--- src/rtl/snake_sad_pkg.sv ---
package snake_sad_pkg;
  typedef enum logic [1:0] {
    MV_NONE  = 2'd0,
    MV_RIGHT = 2'd1,
    MV_LEFT  = 2'd2,
    MV_DOWN  = 2'd3
  } move_e;
endpackage

--- src/rtl/snake_sched.sv ---
module snake_sched
  import snake_sad_pkg::*;
#(
  parameter int P  = 2,
  parameter int CW = 3
) (
  input  logic          clk,
  input  logic          rst_n,
  input  logic          start_ok,
  output logic          scanning,
  output logic [CW-1:0] cx,
  output logic [CW-1:0] cy,
  output move_e         move,
  output logic          first,
  output logic          last
);
  localparam logic [CW-1:0] SPAN = CW'(2 * P);

  logic          scan_q, scan_d;
  logic [CW-1:0] cx_q, cx_d, cy_q, cy_d;

  always_comb begin
    last  = scan_q && (cy_q == SPAN) && (cx_q == SPAN);
    first = scan_q && (cx_q == '0) && (cy_q == '0);
    move  = MV_NONE;
    if (scan_q && !last) begin
      if (!cy_q[0]) move = (cx_q == SPAN) ? MV_DOWN : MV_RIGHT;
      else          move = (cx_q == '0)   ? MV_DOWN : MV_LEFT;
    end
  end

  always_comb begin
    scan_d = scan_q;
    cx_d   = cx_q;
    cy_d   = cy_q;
    if (!scan_q) begin
      if (start_ok) begin
        scan_d = 1'b1;
        cx_d   = '0;
        cy_d   = '0;
      end
    end else if (last) begin
      scan_d = 1'b0;
    end else begin
      case (move)
        MV_RIGHT: cx_d = cx_q + 1'b1;
        MV_LEFT:  cx_d = cx_q - 1'b1;
        MV_DOWN:  cy_d = cy_q + 1'b1;
        default:  ;
      endcase
    end
  end

  always_ff @(posedge clk or negedge rst_n) begin
    if (!rst_n) begin
      scan_q <= 1'b0;
      cx_q   <= '0;
      cy_q   <= '0;
    end else begin
      scan_q <= scan_d;
      cx_q   <= cx_d;
      cy_q   <= cy_d;
    end
  end

  assign scanning = scan_q;
  assign cx       = cx_q;
  assign cy       = cy_q;
endmodule

--- src/rtl/ref_window.sv ---
module ref_window
  import snake_sad_pkg::*;
#(
  parameter int N  = 4,
  parameter int PW = 8
) (
  input  logic              clk,
  input  logic              load_en,
  input  logic [N*PW-1:0]   cur_row,
  input  logic [N*PW-1:0]   ref_row,
  input  move_e             move,
  input  logic [N*PW-1:0]   edge_pix,
  output logic [N*N*PW-1:0] win_flat,
  output logic [N*N*PW-1:0] cur_flat
);
  logic [PW-1:0] win_q [N][N];
  logic [PW-1:0] win_d [N][N];
  logic [PW-1:0] cur_q [N][N];
  logic [PW-1:0] cur_d [N][N];

  always_comb begin
    win_d = win_q;
    cur_d = cur_q;
    if (load_en) begin
      for (int r = 0; r < N - 1; r++) begin
        for (int c = 0; c < N; c++) begin
          win_d[r][c] = win_q[r+1][c];
          cur_d[r][c] = cur_q[r+1][c];
        end
      end
      for (int c = 0; c < N; c++) begin
        win_d[N-1][c] = ref_row[c*PW +: PW];
        cur_d[N-1][c] = cur_row[c*PW +: PW];
      end
    end else begin
      case (move)
        MV_RIGHT: begin
          for (int r = 0; r < N; r++) begin
            for (int c = 0; c < N - 1; c++) win_d[r][c] = win_q[r][c+1];
            win_d[r][N-1] = edge_pix[r*PW +: PW];
          end
        end
        MV_LEFT: begin
          for (int r = 0; r < N; r++) begin
            for (int c = 1; c < N; c++) win_d[r][c] = win_q[r][c-1];
            win_d[r][0] = edge_pix[r*PW +: PW];
          end
        end
        MV_DOWN: begin
          for (int r = 0; r < N - 1; r++) begin
            for (int c = 0; c < N; c++) win_d[r][c] = win_q[r+1][c];
          end
          for (int c = 0; c < N; c++) win_d[N-1][c] = edge_pix[c*PW +: PW];
        end
        default: ;
      endcase
    end
  end

  always_ff @(posedge clk) begin
    win_q <= win_d;
    cur_q <= cur_d;
  end

  for (genvar r = 0; r < N; r++) begin : g_row
    for (genvar c = 0; c < N; c++) begin : g_col
      assign win_flat[(r*N+c)*PW +: PW] = win_q[r][c];
      assign cur_flat[(r*N+c)*PW +: PW] = cur_q[r][c];
    end
  end
endmodule

--- src/rtl/sad_pe_array.sv ---
module sad_pe_array #(
  parameter int N  = 4,
  parameter int PW = 8,
  parameter int SW = 13
) (
  input  logic [N*N*PW-1:0] win_flat,
  input  logic [N*N*PW-1:0] cur_flat,
  output logic [SW-1:0]     sad
);
  localparam int LV = (N > 1) ? $clog2(N) : 1;
  localparam int NP = 1 << LV;

  logic [SW-1:0] row_sum [N];
  logic [SW-1:0] node [2*NP-1];

  for (genvar r = 0; r < N; r++) begin : g_row
    logic [SW-1:0] chain [N+1];
    assign chain[0] = '0;
    for (genvar c = 0; c < N; c++) begin : g_pe
      logic [PW-1:0] a, b, diff;
      assign a    = cur_flat[(r*N+c)*PW +: PW];
      assign b    = win_flat[(r*N+c)*PW +: PW];
      assign diff = (a > b) ? (a - b) : (b - a);
      assign chain[c+1] = chain[c] + SW'(diff);
    end
    assign row_sum[r] = chain[N];
  end

  for (genvar i = 0; i < NP; i++) begin : g_leaf
    if (i < N) begin : g_used
      assign node[NP-1+i] = row_sum[i];
    end else begin : g_pad
      assign node[NP-1+i] = '0;
    end
  end

  for (genvar k = 0; k < NP - 1; k++) begin : g_add
    assign node[k] = node[2*k+1] + node[2*k+2];
  end

  assign sad = node[0];
endmodule

--- src/rtl/min_tracker.sv ---
module min_tracker #(
  parameter int SW = 13,
  parameter int DW = 3
) (
  input  logic                 clk,
  input  logic                 rst_n,
  input  logic                 en,
  input  logic                 first,
  input  logic                 last,
  input  logic [SW-1:0]        sad_in,
  input  logic signed [DW-1:0] dx_in,
  input  logic signed [DW-1:0] dy_in,
  output logic [SW-1:0]        best_sad,
  output logic signed [DW-1:0] best_dx,
  output logic signed [DW-1:0] best_dy,
  output logic                 done
);
  logic [SW-1:0]        sad_q;
  logic signed [DW-1:0] dx_q, dy_q;
  logic                 done_q;
  logic                 take;

  assign take = en && (first || (sad_in < sad_q));

  always_ff @(posedge clk or negedge rst_n) begin
    if (!rst_n) begin
      sad_q  <= '0;
      dx_q   <= '0;
      dy_q   <= '0;
      done_q <= 1'b0;
    end else begin
      done_q <= en && last;
      if (take) begin
        sad_q <= sad_in;
        dx_q  <= dx_in;
        dy_q  <= dy_in;
      end
    end
  end

  assign best_sad = sad_q;
  assign best_dx  = dx_q;
  assign best_dy  = dy_q;
  assign done     = done_q;
endmodule

--- src/rtl/snake_sad_array.sv ---
module snake_sad_array
  import snake_sad_pkg::*;
#(
  parameter int N  = 4,
  parameter int P  = 2,
  parameter int PW = 8,
  localparam int A  = 2 * P + N,
  localparam int CW = $clog2(A),
  localparam int DW = $clog2(P + 1) + 1,
  localparam int SW = PW + $clog2(N * N + 1),
  localparam int LW = $clog2(N + 1)
) (
  input  logic                 clk,
  input  logic                 rst_n,
  input  logic                 load_valid,
  input  logic [N*PW-1:0]      cur_row,
  input  logic [N*PW-1:0]      ref_row,
  input  logic                 start,
  output logic [1:0]           edge_dir,
  output logic [CW-1:0]        edge_x,
  output logic [CW-1:0]        edge_y,
  input  logic [N*PW-1:0]      edge_pix,
  output logic                 sad_valid,
  output logic [SW-1:0]        sad,
  output logic signed [DW-1:0] sad_dx,
  output logic signed [DW-1:0] sad_dy,
  output logic                 best_valid,
  output logic [SW-1:0]        best_sad,
  output logic signed [DW-1:0] best_dx,
  output logic signed [DW-1:0] best_dy
);
  logic [1:0] rst_sync;
  logic       rst_n_s;

  always_ff @(posedge clk or negedge rst_n) begin
    if (!rst_n) rst_sync <= 2'b00;
    else        rst_sync <= {rst_sync[0], 1'b1};
  end
  assign rst_n_s = rst_sync[1];

  logic          scanning, first, last, armed, start_ok, load_en;
  logic [CW-1:0] cx, cy;
  move_e         move;
  logic [LW-1:0] lcnt_q, lcnt_d;

  assign armed    = (lcnt_q == LW'(N));
  assign start_ok = start && armed && !scanning;
  assign load_en  = load_valid && !scanning && !start_ok;

  always_comb begin
    lcnt_d = lcnt_q;
    if (scanning && last)             lcnt_d = '0;
    else if (load_en && !armed)       lcnt_d = lcnt_q + 1'b1;
  end

  always_ff @(posedge clk or negedge rst_n_s) begin
    if (!rst_n_s) lcnt_q <= '0;
    else          lcnt_q <= lcnt_d;
  end

  snake_sched #(.P(P), .CW(CW)) u_sched (
    .clk      (clk),
    .rst_n    (rst_n_s),
    .start_ok (start_ok),
    .scanning (scanning),
    .cx       (cx),
    .cy       (cy),
    .move     (move),
    .first    (first),
    .last     (last)
  );

  logic [N*N*PW-1:0] win_flat, cur_flat;

  ref_window #(.N(N), .PW(PW)) u_win (
    .clk      (clk),
    .load_en  (load_en),
    .cur_row  (cur_row),
    .ref_row  (ref_row),
    .move     (move),
    .edge_pix (edge_pix),
    .win_flat (win_flat),
    .cur_flat (cur_flat)
  );

  logic [SW-1:0] sad_c;

  sad_pe_array #(.N(N), .PW(PW), .SW(SW)) u_pe (
    .win_flat (win_flat),
    .cur_flat (cur_flat),
    .sad      (sad_c)
  );

  always_comb begin
    edge_x = '0;
    edge_y = '0;
    case (move)
      MV_RIGHT: begin edge_x = cx + CW'(N); edge_y = cy;           end
      MV_LEFT:  begin edge_x = cx - 1'b1;   edge_y = cy;           end
      MV_DOWN:  begin edge_x = cx;          edge_y = cy + CW'(N);  end
      default:  ;
    endcase
  end
  assign edge_dir = move;

  logic signed [DW-1:0] cdx, cdy;
  assign cdx = DW'(int'(cx) - P);
  assign cdy = DW'(int'(cy) - P);

  min_tracker #(.SW(SW), .DW(DW)) u_min (
    .clk      (clk),
    .rst_n    (rst_n_s),
    .en       (scanning),
    .first    (first),
    .last     (last),
    .sad_in   (sad_c),
    .dx_in    (cdx),
    .dy_in    (cdy),
    .best_sad (best_sad),
    .best_dx  (best_dx),
    .best_dy  (best_dy),
    .done     (best_valid)
  );

  logic                 vld_q;
  logic [SW-1:0]        sad_q;
  logic signed [DW-1:0] dx_q, dy_q;

  always_ff @(posedge clk or negedge rst_n_s) begin
    if (!rst_n_s) begin
      vld_q <= 1'b0;
      sad_q <= '0;
      dx_q  <= '0;
      dy_q  <= '0;
    end else begin
      vld_q <= scanning;
      if (scanning) begin
        sad_q <= sad_c;
        dx_q  <= cdx;
        dy_q  <= cdy;
      end
    end
  end

  assign sad_valid = vld_q;
  assign sad       = sad_q;
  assign sad_dx    = dx_q;
  assign sad_dy    = dy_q;
endmodule

--- config.mk ---
export PLATFORM = sky130hd
export DESIGN_NAME = snake_sad_array
export DESIGN_NICKNAME = d
export VERILOG_FILES = /design/src/rtl/snake_sad_pkg.sv /design/src/rtl/snake_sched.sv /design/src/rtl/ref_window.sv /design/src/rtl/sad_pe_array.sv /design/src/rtl/min_tracker.sv /design/src/rtl/snake_sad_array.sv
export SDC_FILE = /design/constraint.sdc
export NUM_CORES = 1
export LEC_CHECK = 0
export BUFFER_PORTS_ARGS = -buffer_cell sky130_fd_sc_hd__buf_2
export CORE_UTILIZATION = 36
export CTS_BUF_LIST = sky130_fd_sc_hd__clkbuf_8 sky130_fd_sc_hd__clkbuf_16
export DETAILED_ROUTE_END_ITERATION = 8
export PLACE_DENSITY_LB_ADDON = 0.15
export SYNTH_ARGS = -nofsm -noshare
export SYNTH_HDL_FRONTEND = slang
export SYNTH_SLANG_ARGS = --single-unit
--- constraint.sdc ---
create_clock -name clk -period 7.6 [get_ports clk]
set_input_delay 1.14 -clock clk [delete_from_list [all_inputs] [get_ports clk]]
set_output_delay 1.14 -clock clk [all_outputs]
set_load 0.02 [all_outputs]
### Word level (Yosys, flattened, before mapping)

Index checks and enable logic that the tools add are counted.
Widths: inputs -> output; s select.

* equality and inequality tests: 9
* order comparisons: 17
* add/sub/neg operators: 55
* reduce and logical (&&, ||, !) cells: 25
* multiplexer cells: 36

Operator list (number)
* $pmux 128 s3: 1
* $sub 8x8->8: 32
* $gt 8x8->1: 16
* $mux 128: 1
* $mux 8: 16
* $add 13x8->13: 8
* $add 13x13->13: 3
* $add 8x8->9: 4
* $mux 3: 8
* $lt 13x13->1: 1
* $logic_and 1x1->1: 12
* $pmux 3 s2: 2
* $add 3x1->3 const B: 3
* $eq 3x3->1 const B: 3
* $pmux 3 s3: 1
* $add 3x3->3 const B: 2
* $logic_not 3->1: 2
* $mux 2: 3
* $reduce_and 3->1: 2
* $sub 3x2->3 const B: 2
* $eq 2x2->1 const B: 2
* $logic_not 1->1: 4
* $mux 1: 4
* $ne 2x2->1 const B: 2
* other kinds (7): 8

* register bits after elaboration: 308
* logic and storage cells: 187

### Depth between registers and ports, before layout

Gate-level depths: netlist of the first run.

* word-level depth: 10
* gate-level depth with buffers: 39
* mapped depth without buffers: 36

### By module

A second synthesis of the first run with hierarchy kept.

* cell total of the unflattened synthesis: 2611
* area total of the unflattened synthesis: 26733.1 µm²

Modules (own cells, without submodules)
* sad_pe_array: cells an instance 1708, area an instance 13449.1 µm², times used 1, seq. area each 0.0 µm²
* ref_window: cells an instance 663, area an instance 10456.3 µm², times used 1, seq. area each 7687.4 µm²
* snake_sad_array: cells an instance 95, area an instance 1178.6 µm², times used 1, seq. area each 625.6 µm²
* min_tracker: cells an instance 85, area an instance 1126.1 µm², times used 1, seq. area each 500.5 µm²
* snake_sched: cells an instance 60, area an instance 523.0 µm², times used 1, seq. area each 175.2 µm²

### Worst setup path before layout of the first run

Ideal clock, no wire load.

* kind: register -> register
* from: register u_win.win_q, in the netlist u_win.win_flat[72]
* to: register u_min.dx_q[0], in the netlist u_min.best_dx[0]
* library setup time: 125 ps
* stages on the path, launching flop included: 36
* arrival: 8593 ps
* path slack: -1118 ps
* required time: 7475 ps
* period minus slack after synthesis: 8718 ps
* cells stage by stage: edfxtp_1 -> ha_1 -> fa_1 -> nand3b_1 -> a21o_1 -> a21boi_0 -> o31ai_4 -> mux2i_1 -> xnor2_1 -> ha_1 -> nor2b_1 -> o21ai_0 -> nand2b_1 -> a21o_1 -> a21oi_1 -> o21ai_0 -> fa_1 -> fa_1 -> fa_1 -> fa_1 -> inv_1 -> fa_1 -> inv_1 -> ha_1 -> a21o_1 -> a21oi_1 -> a21bo_2 -> a22o_1 -> ha_1 -> and3_1 -> a221oi_1 -> o21ai_0 -> a21o_1 -> buf_2 -> buf_6 -> mux2_2

* longest elaborated chain between the ends: 10

RTL lines
* from (decl): line ref_window.sv:16 `logic [PW-1:0] win_q [N][N];`
* from (signal assigned): line ref_window.sv:61 `win_q <= win_d;`
* $sub 8x8->8 / $gt 8x8->1 (equally long branches): line sad_pe_array.sv:23 `assign diff = (a > b) ? (a - b) : (b - a);`
* $mux 8 (*): line sad_pe_array.sv:23
* $add 8x8->9 (*): line sad_pe_array.sv:24 `assign chain[c+1] = chain[c] + SW'(diff);`
* $add 13x8->13 (*) (2 in series): line sad_pe_array.sv:24
* $add 13x13->13 (*) (2 in series): line sad_pe_array.sv:38 `assign node[k] = node[2*k+1] + node[2*k+2];`
* net sad_c[12]: line snake_sad_array.sv:86 `logic [SW-1:0] sad_c;`
* $lt 13x13->1 (*): line min_tracker.sv:23 `assign take = en && (first || (sad_in < sad_q));`
* $logic_or 1x1->1 (*): line min_tracker.sv:23
* $logic_and 1x1->1 (*): line min_tracker.sv:23
* to (signal assigned): line min_tracker.sv:35 `dx_q <= dx_in;`
* to (decl): line min_tracker.sv:19 `logic signed [DW-1:0] dx_q, dy_q;`

The timed path passes the listed nets; every way through them passes the cells marked *.
A chain may end at the register's enable or synchronous reset.

### Worst setup path after layout of the first run

* from: register u_win.win_q, in the netlist u_win.win_flat[72]
* to: register u_min.sad_q[9], in the netlist u_min.best_sad[9]

* longest elaborated chain between the ends: 10

RTL lines
* $sub 8x8->8 / $gt 8x8->1 (equally long branches): line sad_pe_array.sv:23
* $mux 8 (*): line sad_pe_array.sv:23
* $add 8x8->9 (*): line sad_pe_array.sv:24
* $add 13x8->13 (*) (2 in series): line sad_pe_array.sv:24
* $add 13x13->13 (*) (2 in series): line sad_pe_array.sv:38
* net sad_c[11]: line snake_sad_array.sv:86
* $lt 13x13->1 (*): line min_tracker.sv:23
* $logic_or 1x1->1 (*): line min_tracker.sv:23
* $logic_and 1x1->1 (*): line min_tracker.sv:23
* to (signal assigned): line min_tracker.sv:34 `sad_q <= sad_in;`
* to (decl): line min_tracker.sv:18 `logic [SW-1:0] sad_q;`

Marked as above.

==> qor.yml, run 1 <==
setup_path:
  critPathRequiredTime_ps: 8040
  timing.critical_path.slowest_cell_delay_ps: 540
  timing.critical_path.to_type: "flip-flop"
  crit_path_max_fanout: 19
  timing.critical_path.arrival_ps: 9020
  r2r_setup_slack_ps: -990
  worstSetupPathType: "flip-flop to flip-flop"
  critical_path.most_common_cell: "sky130_fd_sc_hd__fa_1"
  critPathLaunchType: "flip-flop"
  cpMaxStageDelayCell: "sky130_fd_sc_hd__fa_1"
  worstReg2RegEnd: "u_min.best_sad[9]"
  worstRegToRegCells: 33
  reg2reg_from: "u_win.win_flat[72]"
placed_design:
  dpl_worst_slack_ps: -1120
  place.gp.congestion: 0.938
  buffer_ports.inserted: 147
  place_hpwl_um: 75700
detailed_routing:
  detail_route.first_pass.iterations: 6
  via_per_instance_ratio: 5.09
  route.antenna.remaining_nets: 0
  detail_route.wirelength_um: 93200
  wire_per_inst_um: 21.3
  detailroute.via_count: 22200
  post_route_drc: 0
  drtIter0Drc: 1540
timing:
  worst_slew_pin_slew_ps: 1190
  finalCritPeriodShare_pct: 113
  fin_skew_ps: 25.8
  layout_min_cycle_time_ps: 8590
  tns_ps: -18640
  slew_viol_final: 0
  setup_viol: 20
  setup_repair_after_global_routing_missed_its_margin: "true"
  worst_slack_ps: -986
  fmaxAchievable_mhz: 116
  finalHoldViolations: 0
  max_slew_margin_pct: 20.4
hold_path:
  min_to: "rst_sync[1]"
  hp-start: "rst_sync[0]"
  min_delay_path_depth: 0
  min-delay-path-class: "flip-flop to flip-flop"
cts:
  clockBufferDepth: 3
  tritoncts.num_buffers: 41
  cts_tree: "yes"
  clkSinkCount: 308
  cts-root-buf: "sky130_fd_sc_hd__clkbuf_16"
  cts.htree.levels: 2
  clk_latency_ps: 580
  postCtsHoldBufs: 0
  clk_pin_slew_worst_paths_ps: 60
floorplanning:
  initial_cell_density_of_the_core_pct: 36.7
  pin_count: 148
  floorplan.die.width_um: 273
  dieArea_um2: 74400
  die_h_um: 273
  core_area_um2: 72000
  placement_rows: 98
run_status:
  failed_checks: "negative setup slack"
  result_of_the_run: "complete, but fails checks"
layout:
  area_growth_syn_to_fin_pct: 30.8
  post_route_cells_drive_above_1_share_pct: 29.0
  multi_input_area_um2: 16100
  register_area_um2: 8990
  fill_cells: 6807
  insertedDiodeCount: 0
  design.final.nets: 3925
grt:
  first_global_vias: 23000
  grt_pass1_wl_um: 139000
  antenna_found_initial: 2
  grt-ovfl-total: 0
  grt_max_degree: 129
  globalRouteTotalUtil_pct: 24.8
yosys:
  avgSynthCellArea_um2: 9.84
  ys_async_sr_fraction_pct: 16.9
  synth.distinct_cells: 69
  yosys_warnings: 0
  synth_top_flop_cell: "sky130_fd_sc_hd__edfxtp_1"
  ranking_of_synthesized_cells_by_instance_count: "sky130_fd_sc_hd__inv_1, sky130_fd_sc_hd__ha_1, sky130_fd_sc_hd__edfxtp_1"
  netlist_top_cells_area: "sky130_fd_sc_hd__edfxtp_1, sky130_fd_sc_hd__ha_1, sky130_fd_sc_hd__fa_1, sky130_fd_sc_hd__inv_1, sky130_fd_sc_hd__dfrtp_1"
  synth-seq-area-share_pct: 34.1
  synthesis.area_um2: 26400
  synthesis.instances: 2682
  synth_most_common_cell: "sky130_fd_sc_hd__inv_1"
  ys_ff_latch: 308
  synthDominantAreaCellType: "sky130_fd_sc_hd__edfxtp_1"
  synthDominantCellAreaShare_pct: 29.1
  syn_nets: 3212
  count_of_flip_flops_with_a_built_in_enable_after_synthesis: 256
flow_run:
  drv.max_cap_violation_count: 0
-- flip-flops by register name, summed over array words and instances, names as in the netlist, 13 cells and up --
name and cells:
u_win.win_flat 128, u_win.cur_flat 128, sad 13, u_min.best_sad 13
-- through the flow --
step	cells	hold WS (ps)	area (um^2)	util [%]
after floorplan	2682	331	26600	-
after global placement	4286	341	32700	45.5
after detailed placement	4286	343	32700	45.5
after CTS	4363	324	34300	47.6
after global routing	4373	332	34500	47.9
final	4373	348	34500	47.9
-- how the worst max path moves through the flow --
stage | endpoint | cells past startpoint | startpoint
2_1_floorplan | u_min.best_dx[0] | 35 | u_win.win_flat[40]
3_3_place_gp | u_min.best_sad[1] | 33 | u_win.cur_flat[75]
3_5_place_dp | u_min.best_sad[8] | 35 | u_win.cur_flat[96]
4_1_cts | u_min.best_sad[9] | 33 | u_win.win_flat[72]
5_1_grt | u_min.best_sad[10] | 34 | u_win.win_flat[69]
6_report | u_min.best_sad[9] | 33 | u_win.win_flat[72]
-- routing by layer --
metal,up-vias,part of all wire [%],track usage (%)
met3,113,5.7,4.32
met5,-,0.032,0
met4,4,2.4,6.15
li1,10700,-,-
met2,595,47,41.8
met1,10800,44,32.9
-- layout make-up --
class / instances / area share, %
clock inverter: 25 / 0.468
timing repair buffer: 761 / 15.7
clock buffer: 46 / 3.24
multi-input combinational: 1861 / 46.5
tap: 950 / 3.44
sequential: 308 / 26.0
inverter: 422 / 4.61
-- cell families (layout without fill, tap and decap cells) --
family / Yosys count / after routing / synth area share, %
buf+inv: 513 / 1254 / 7.46
flops: 308 / 308 / 34.1
xor+xnor: 131 / 131 / 4.35
compound gates: 716 / 716 / 17.2
other cells: 1 / 1 / 0.0142
fa+ha+maj: 430 / 430 / 23.7
simple gates: 444 / 444 / 7.68
mux: 139 / 139 / 5.51
-- critical path: cells and delay by family, from the launching register on --
kind	cells	cell delay, ps
mux	2	490
simple gates	5	780
buf+inv	1	160
compound gates	12	2260
flops	1	400
fa+ha+maj	10	3910
xor+xnor	3	460
-- repair_timing --
action                                  4_1_cts  5_1_grt
resized for setup                            45       30
endpoints found under the setup margin       22       25
buffers inserted                              7       10
pin swaps                                    26       18
-- cells in the final DEF (no fill, tap or decap), types with 18 or more instances in the layout --
master,netlist,layout
sky130_fd_sc_hd__buf_2,14,147
sky130_fd_sc_hd__xnor2_1,86,72
sky130_fd_sc_hd__mux2_2,50,50
sky130_fd_sc_hd__and2_1,27,25
sky130_fd_sc_hd__a21o_1,67,66
sky130_fd_sc_hd__a22oi_1,125,125
sky130_fd_sc_hd__nand2_1,214,213
sky130_fd_sc_hd__mux2i_1,89,86
sky130_fd_sc_hd__edfxtp_1,256,256
sky130_fd_sc_hd__nand3_1,25,22
sky130_fd_sc_hd__buf_4,4,608
sky130_fd_sc_hd__nor3_1,22,20
sky130_fd_sc_hd__nor2b_1,18,18
sky130_fd_sc_hd__o21bai_1,34,34
sky130_fd_sc_hd__dfrtp_1,52,51
sky130_fd_sc_hd__a211oi_1,23,23
sky130_fd_sc_hd__o21ai_1,9,18
sky130_fd_sc_hd__clkbuf_16,0,43
sky130_fd_sc_hd__ha_1,314,295
sky130_fd_sc_hd__a31oi_1,33,31
sky130_fd_sc_hd__o21ai_0,163,147
sky130_fd_sc_hd__a21oi_1,185,171
sky130_fd_sc_hd__a21boi_0,20,19
sky130_fd_sc_hd__fa_1,116,105
sky130_fd_sc_hd__inv_1,421,430
sky130_fd_sc_hd__nor2_1,83,82
sky130_fd_sc_hd__xor2_1,45,42
Power of run 1 is left out: the tool's default activity adds up to more than one toggle a clock period on the data nets, which glitch-free logic cannot reach.
==> inputs of run 2 (changes only) <==
--- a/config.mk
+++ b/config.mk
@@ -5,6 +5,7 @@
 export SDC_FILE = /design/constraint.sdc
 export NUM_CORES = 1
 export LEC_CHECK = 0
+export ABC_AREA = 1
 export BUFFER_PORTS_ARGS = -buffer_cell sky130_fd_sc_hd__buf_2
 export CORE_UTILIZATION = 36
 export CTS_BUF_LIST = sky130_fd_sc_hd__clkbuf_8 sky130_fd_sc_hd__clkbuf_16
==> run 2 against run 1 <==
Against the previous run:
- the run now ends clean
- via count up 13%
- utilization down 3.2 points
- critical path depth up 7
- critical endpoint is now u_min.best_dy[0]
- highest routed layer unchanged
==> qor.yml, run 2 <==
run_status:
  result_of_the_run: "complete, no violations"
floorplanning:
  placement_rows: 103  # +5.1%
  die_h_um: 285  # +4.4%
  initial_cell_density_of_the_core_pct: 36.4  # -0.24 points
  core_area_um2: 79000  # +9.8%
  floorplan.die.width_um: 285  # +4.4%
  pin_count: 148  # unchanged
  dieArea_um2: 81100  # +9.0%
cts:
  clk_latency_ps: 580  # about the same
  cts-root-buf: "sky130_fd_sc_hd__clkbuf_16"
  cts.htree.levels: 2  # unchanged
  clkSinkCount: 308  # unchanged
  clockBufferDepth: 3  # unchanged
  tritoncts.num_buffers: 40  # -2.4%
  cts_tree: "yes"
  clk_pin_slew_worst_paths_ps: 60  # about the same
yosys:
  post_synth_and_or_nand_nor_area_fraction_pct: 18.5  # +11 points
  yosys_warnings: 0  # unchanged
  synth_top_flop_cell: "sky130_fd_sc_hd__edfxtp_1"
  post_synth_mux_area_share_pct: 0  # -5.5 points
  count_of_flip_flops_with_a_built_in_enable_after_synthesis: 256  # unchanged
  synth_most_common_cell: "sky130_fd_sc_hd__nand2_1"
  syn_nets: 4175  # +30%
  synth-seq-area-share_pct: 31.2  # -2.8 points
  ys_async_sr_fraction_pct: 16.9  # unchanged
  combinational_family_with_the_most_area_after_synthesis: "adder cells"
  synth_adder_area_share_pct: 21.7  # -2.0 points
  synthDominantAreaCellType: "sky130_fd_sc_hd__edfxtp_1"
  netlist_top_cells_area: "sky130_fd_sc_hd__edfxtp_1, sky130_fd_sc_hd__ha_1, sky130_fd_sc_hd__nand2_1, sky130_fd_sc_hd__inv_1, sky130_fd_sc_hd__fa_1"
  synthDominantCellAreaShare_pct: 26.7  # -2.4 points
  avgSynthCellArea_um2: 7.89  # -20%
  synthesis.instances: 3645  # +36%
  synth.distinct_cells: 47  # -32%
  synth_compound_area_share_pct: 13.4  # -3.9 points
  synthesis.area_um2: 28800  # +9.0%
  yosys.area_share.xor_xnor_pct: 3.87  # -0.48 points
  ys_ff_latch: 308  # unchanged
  ranking_of_synthesized_cells_by_instance_count: "sky130_fd_sc_hd__nand2_1, sky130_fd_sc_hd__inv_1, sky130_fd_sc_hd__ha_1"
timing:
  worst_slack_ps: 117  # +1100 ps
  worst_slew_pin_slew_ps: 1010  # -186 ps
  setup_repair_after_global_routing_missed_its_margin: "true"
  fmaxAchievable_mhz: 134  # +15%
  layout_min_cycle_time_ps: 7480  # -1100 ps
  setup_viol: 0  # -100%
  max_slew_margin_pct: 32.8  # +12 points
  finalCritPeriodShare_pct: 98.5  # -15 points
  finalHoldViolations: 0  # unchanged
  slew_viol_final: 0  # unchanged
  fin_skew_ps: 41.8  # +16.0 ps
layout:
  fill_cells: 7996  # +17%
  mostFrequentLayoutCells: "sky130_fd_sc_hd__nand2_1, sky130_fd_sc_hd__inv_1, sky130_fd_sc_hd__buf_4"
  multi_input_area_um2: 17500  # +9.0%
  design.final.nets: 4639  # +18%
  area_growth_syn_to_fin_pct: 22.9
  post_route_cells_drive_above_1_share_pct: 19.7  # -9.4 points
  layout.cells.most_common: "sky130_fd_sc_hd__nand2_1"
  register_area_um2: 8990  # unchanged
hold_path:
  min-delay-path-class: "flip-flop to flip-flop"
  min_delay_path_depth: 0  # unchanged
  hp-start: "rst_sync[0]"
  min_to: "rst_sync[1]"
setup_path:
  critical_path.n_buffers_inverters: 6  # +5
  critPathTopFamily: "adder cells"
  crit_path_max_fanout: 8  # -11
  worstRegToRegCells: 40  # +21%
  critPathLaunchType: "flip-flop"
  r2r_setup_slack_ps: 120  # +1100 ps
  timing.critical_path.slowest_cell_delay_ps: 610  # +70 ps
  timing.critical_path.to_type: "flip-flop"
  cpMaxStageDelayCell: "sky130_fd_sc_hd__fa_2"
  worstSetupPathType: "flip-flop to flip-flop"
  worstReg2RegEnd: "u_min.best_dy[0]"
  critPathRequiredTime_ps: 8060  # +20 ps
  reg2reg_from: "u_win.win_flat[64]"
  critical_path.most_common_cell: "sky130_fd_sc_hd__nand2_1"
  timing.critical_path.arrival_ps: 7940  # -1080 ps
detailed_routing:
  detail_route.wirelength_um: 95200  # +2.1%
  detailroute.via_count: 25100  # +13%
  drtIter0Drc: 1777  # +15%
  post_route_drc: 0  # unchanged
  detail_route.first_pass.iterations: 5  # -1
  wire_per_inst_um: 18.3  # -14%
  via_per_instance_ratio: 4.83  # -5.1%
  route.antenna.remaining_nets: 0  # unchanged
placed_design:
  dpl_worst_slack_ps: -274  # +849 ps
  buffer_ports.inserted: 147  # unchanged
  place_hpwl_um: 77600  # +2.6%
  place.gp.congestion: 0.947  # +0.96%
flow_run:
  drv.max_cap_violation_count: 0  # unchanged
grt:
  grt-ovfl-total: 0  # unchanged
  grt_max_degree: 166  # +29%
  grt_pass1_wl_um: 144000  # +3.6%
  first_global_vias: 24600  # +6.8%
  globalRouteTotalUtil_pct: 23.2  # -1.7 points
  antenna_found_initial: 3  # +1
==> run 2: changes by cell type in the layout (fill, tap and decap cells not counted), moves of 38 or more <==
cell / previous run / this run
sky130_fd_sc_hd__mux2_2: 50 / 0
sky130_fd_sc_hd__o21ai_0: 147 / 96
sky130_fd_sc_hd__o22ai_1: 3 / 99
sky130_fd_sc_hd__nand2_1: 213 / 977
sky130_fd_sc_hd__xor2_1: 42 / 87
sky130_fd_sc_hd__a21o_1: 66 / 18
sky130_fd_sc_hd__nand2_2: 0 / 43
sky130_fd_sc_hd__xnor2_1: 72 / 34
sky130_fd_sc_hd__inv_1: 430 / 693
sky130_fd_sc_hd__buf_4: 608 / 359
sky130_fd_sc_hd__nand3_1: 22 / 125
sky130_fd_sc_hd__mux2i_1: 86 / 0
==> run 2: cell families (layout without fill, tap and decap cells) <==
logic type      after synthesis  count (layout)
simple gates               1318            1319
buf+inv                     820            1315
compound gates              641             641
fa+ha+maj                   430             430
flops                       308             308
xor+xnor                    127             127
other cells                   1               2
==> run 2: metal layers <==
metal	global-route usage, %	up-vias	share of wire [%]
met2	39.0	545	47
met5	0	-	0.034
met3	3.48	101	5.1
met4	5.39	4	2.3
met1	31.1	11800	45
li1	-	12700	-
==> run 2: worst max-delay path by stage <==
stage / start / end / slack [ps] / depth (start not counted)
after floorplan: u_win.cur_flat[96] / u_min.best_sad[7] / 200 / 43
after global placement: u_win.win_flat[96] / u_min.best_sad[5] / -200 / 40
after detailed placement: u_win.win_flat[96] / u_min.best_sad[7] / -270 / 40
after CTS: u_win.win_flat[64] / u_min.best_dy[0] / 0.5 / 37
after global routing: u_win.cur_flat[104] / u_min.best_dy[1] / -200 / 47
final: u_win.win_flat[64] / u_min.best_dy[0] / 120 / 40
==> run 2: final cells by class <==
class,count,share of cell area (%)
Multi-Input combinational cell,2518,49.5
Sequential cell,308,25.4
Timing Repair Buffer,512,9.92
Inverter,729,7.76
Tap cell,1050,3.71
Clock buffer,41,2.90
Clock inverter,33,0.821
Antenna cell,1,0.00707
==> run 2: worst register-to-register path, delay by kind of cell, from the launching register on <==
family	cells	cell delay, ps
xor+xnor	1	160
fa+ha+maj	10	3930
buf+inv	6	790
simple gates	19	1470
compound gates	4	600
flops	1	450
==> run 2: through the flow <==
step | cell area (um^2) | std cells | TNS [ps] | utilization, % | hold slack (ps)
floorplan | 28800 | 3645 | 0 | - | 331
global placement | 32800 | 5082 | -3820 | 41.5 | 335
detailed placement | 32800 | 5082 | -5020 | 41.5 | 343
CTS | 34400 | 5161 | 0 | 43.5 | 333
global route | 35400 | 5191 | -3620 | 44.8 | 342
finish | 35400 | 5192 | 0 | 44.8 | 352
==> run 2: repair_timing <==
action	in CTS	in global routing
setup endpoints to repair	19	19
pin swaps	17	101
hold buffers	0	0
resized for setup	41	188
setup buffers	5	29
gates cloned	0	1
Power of run 2 is left out for the same reason.
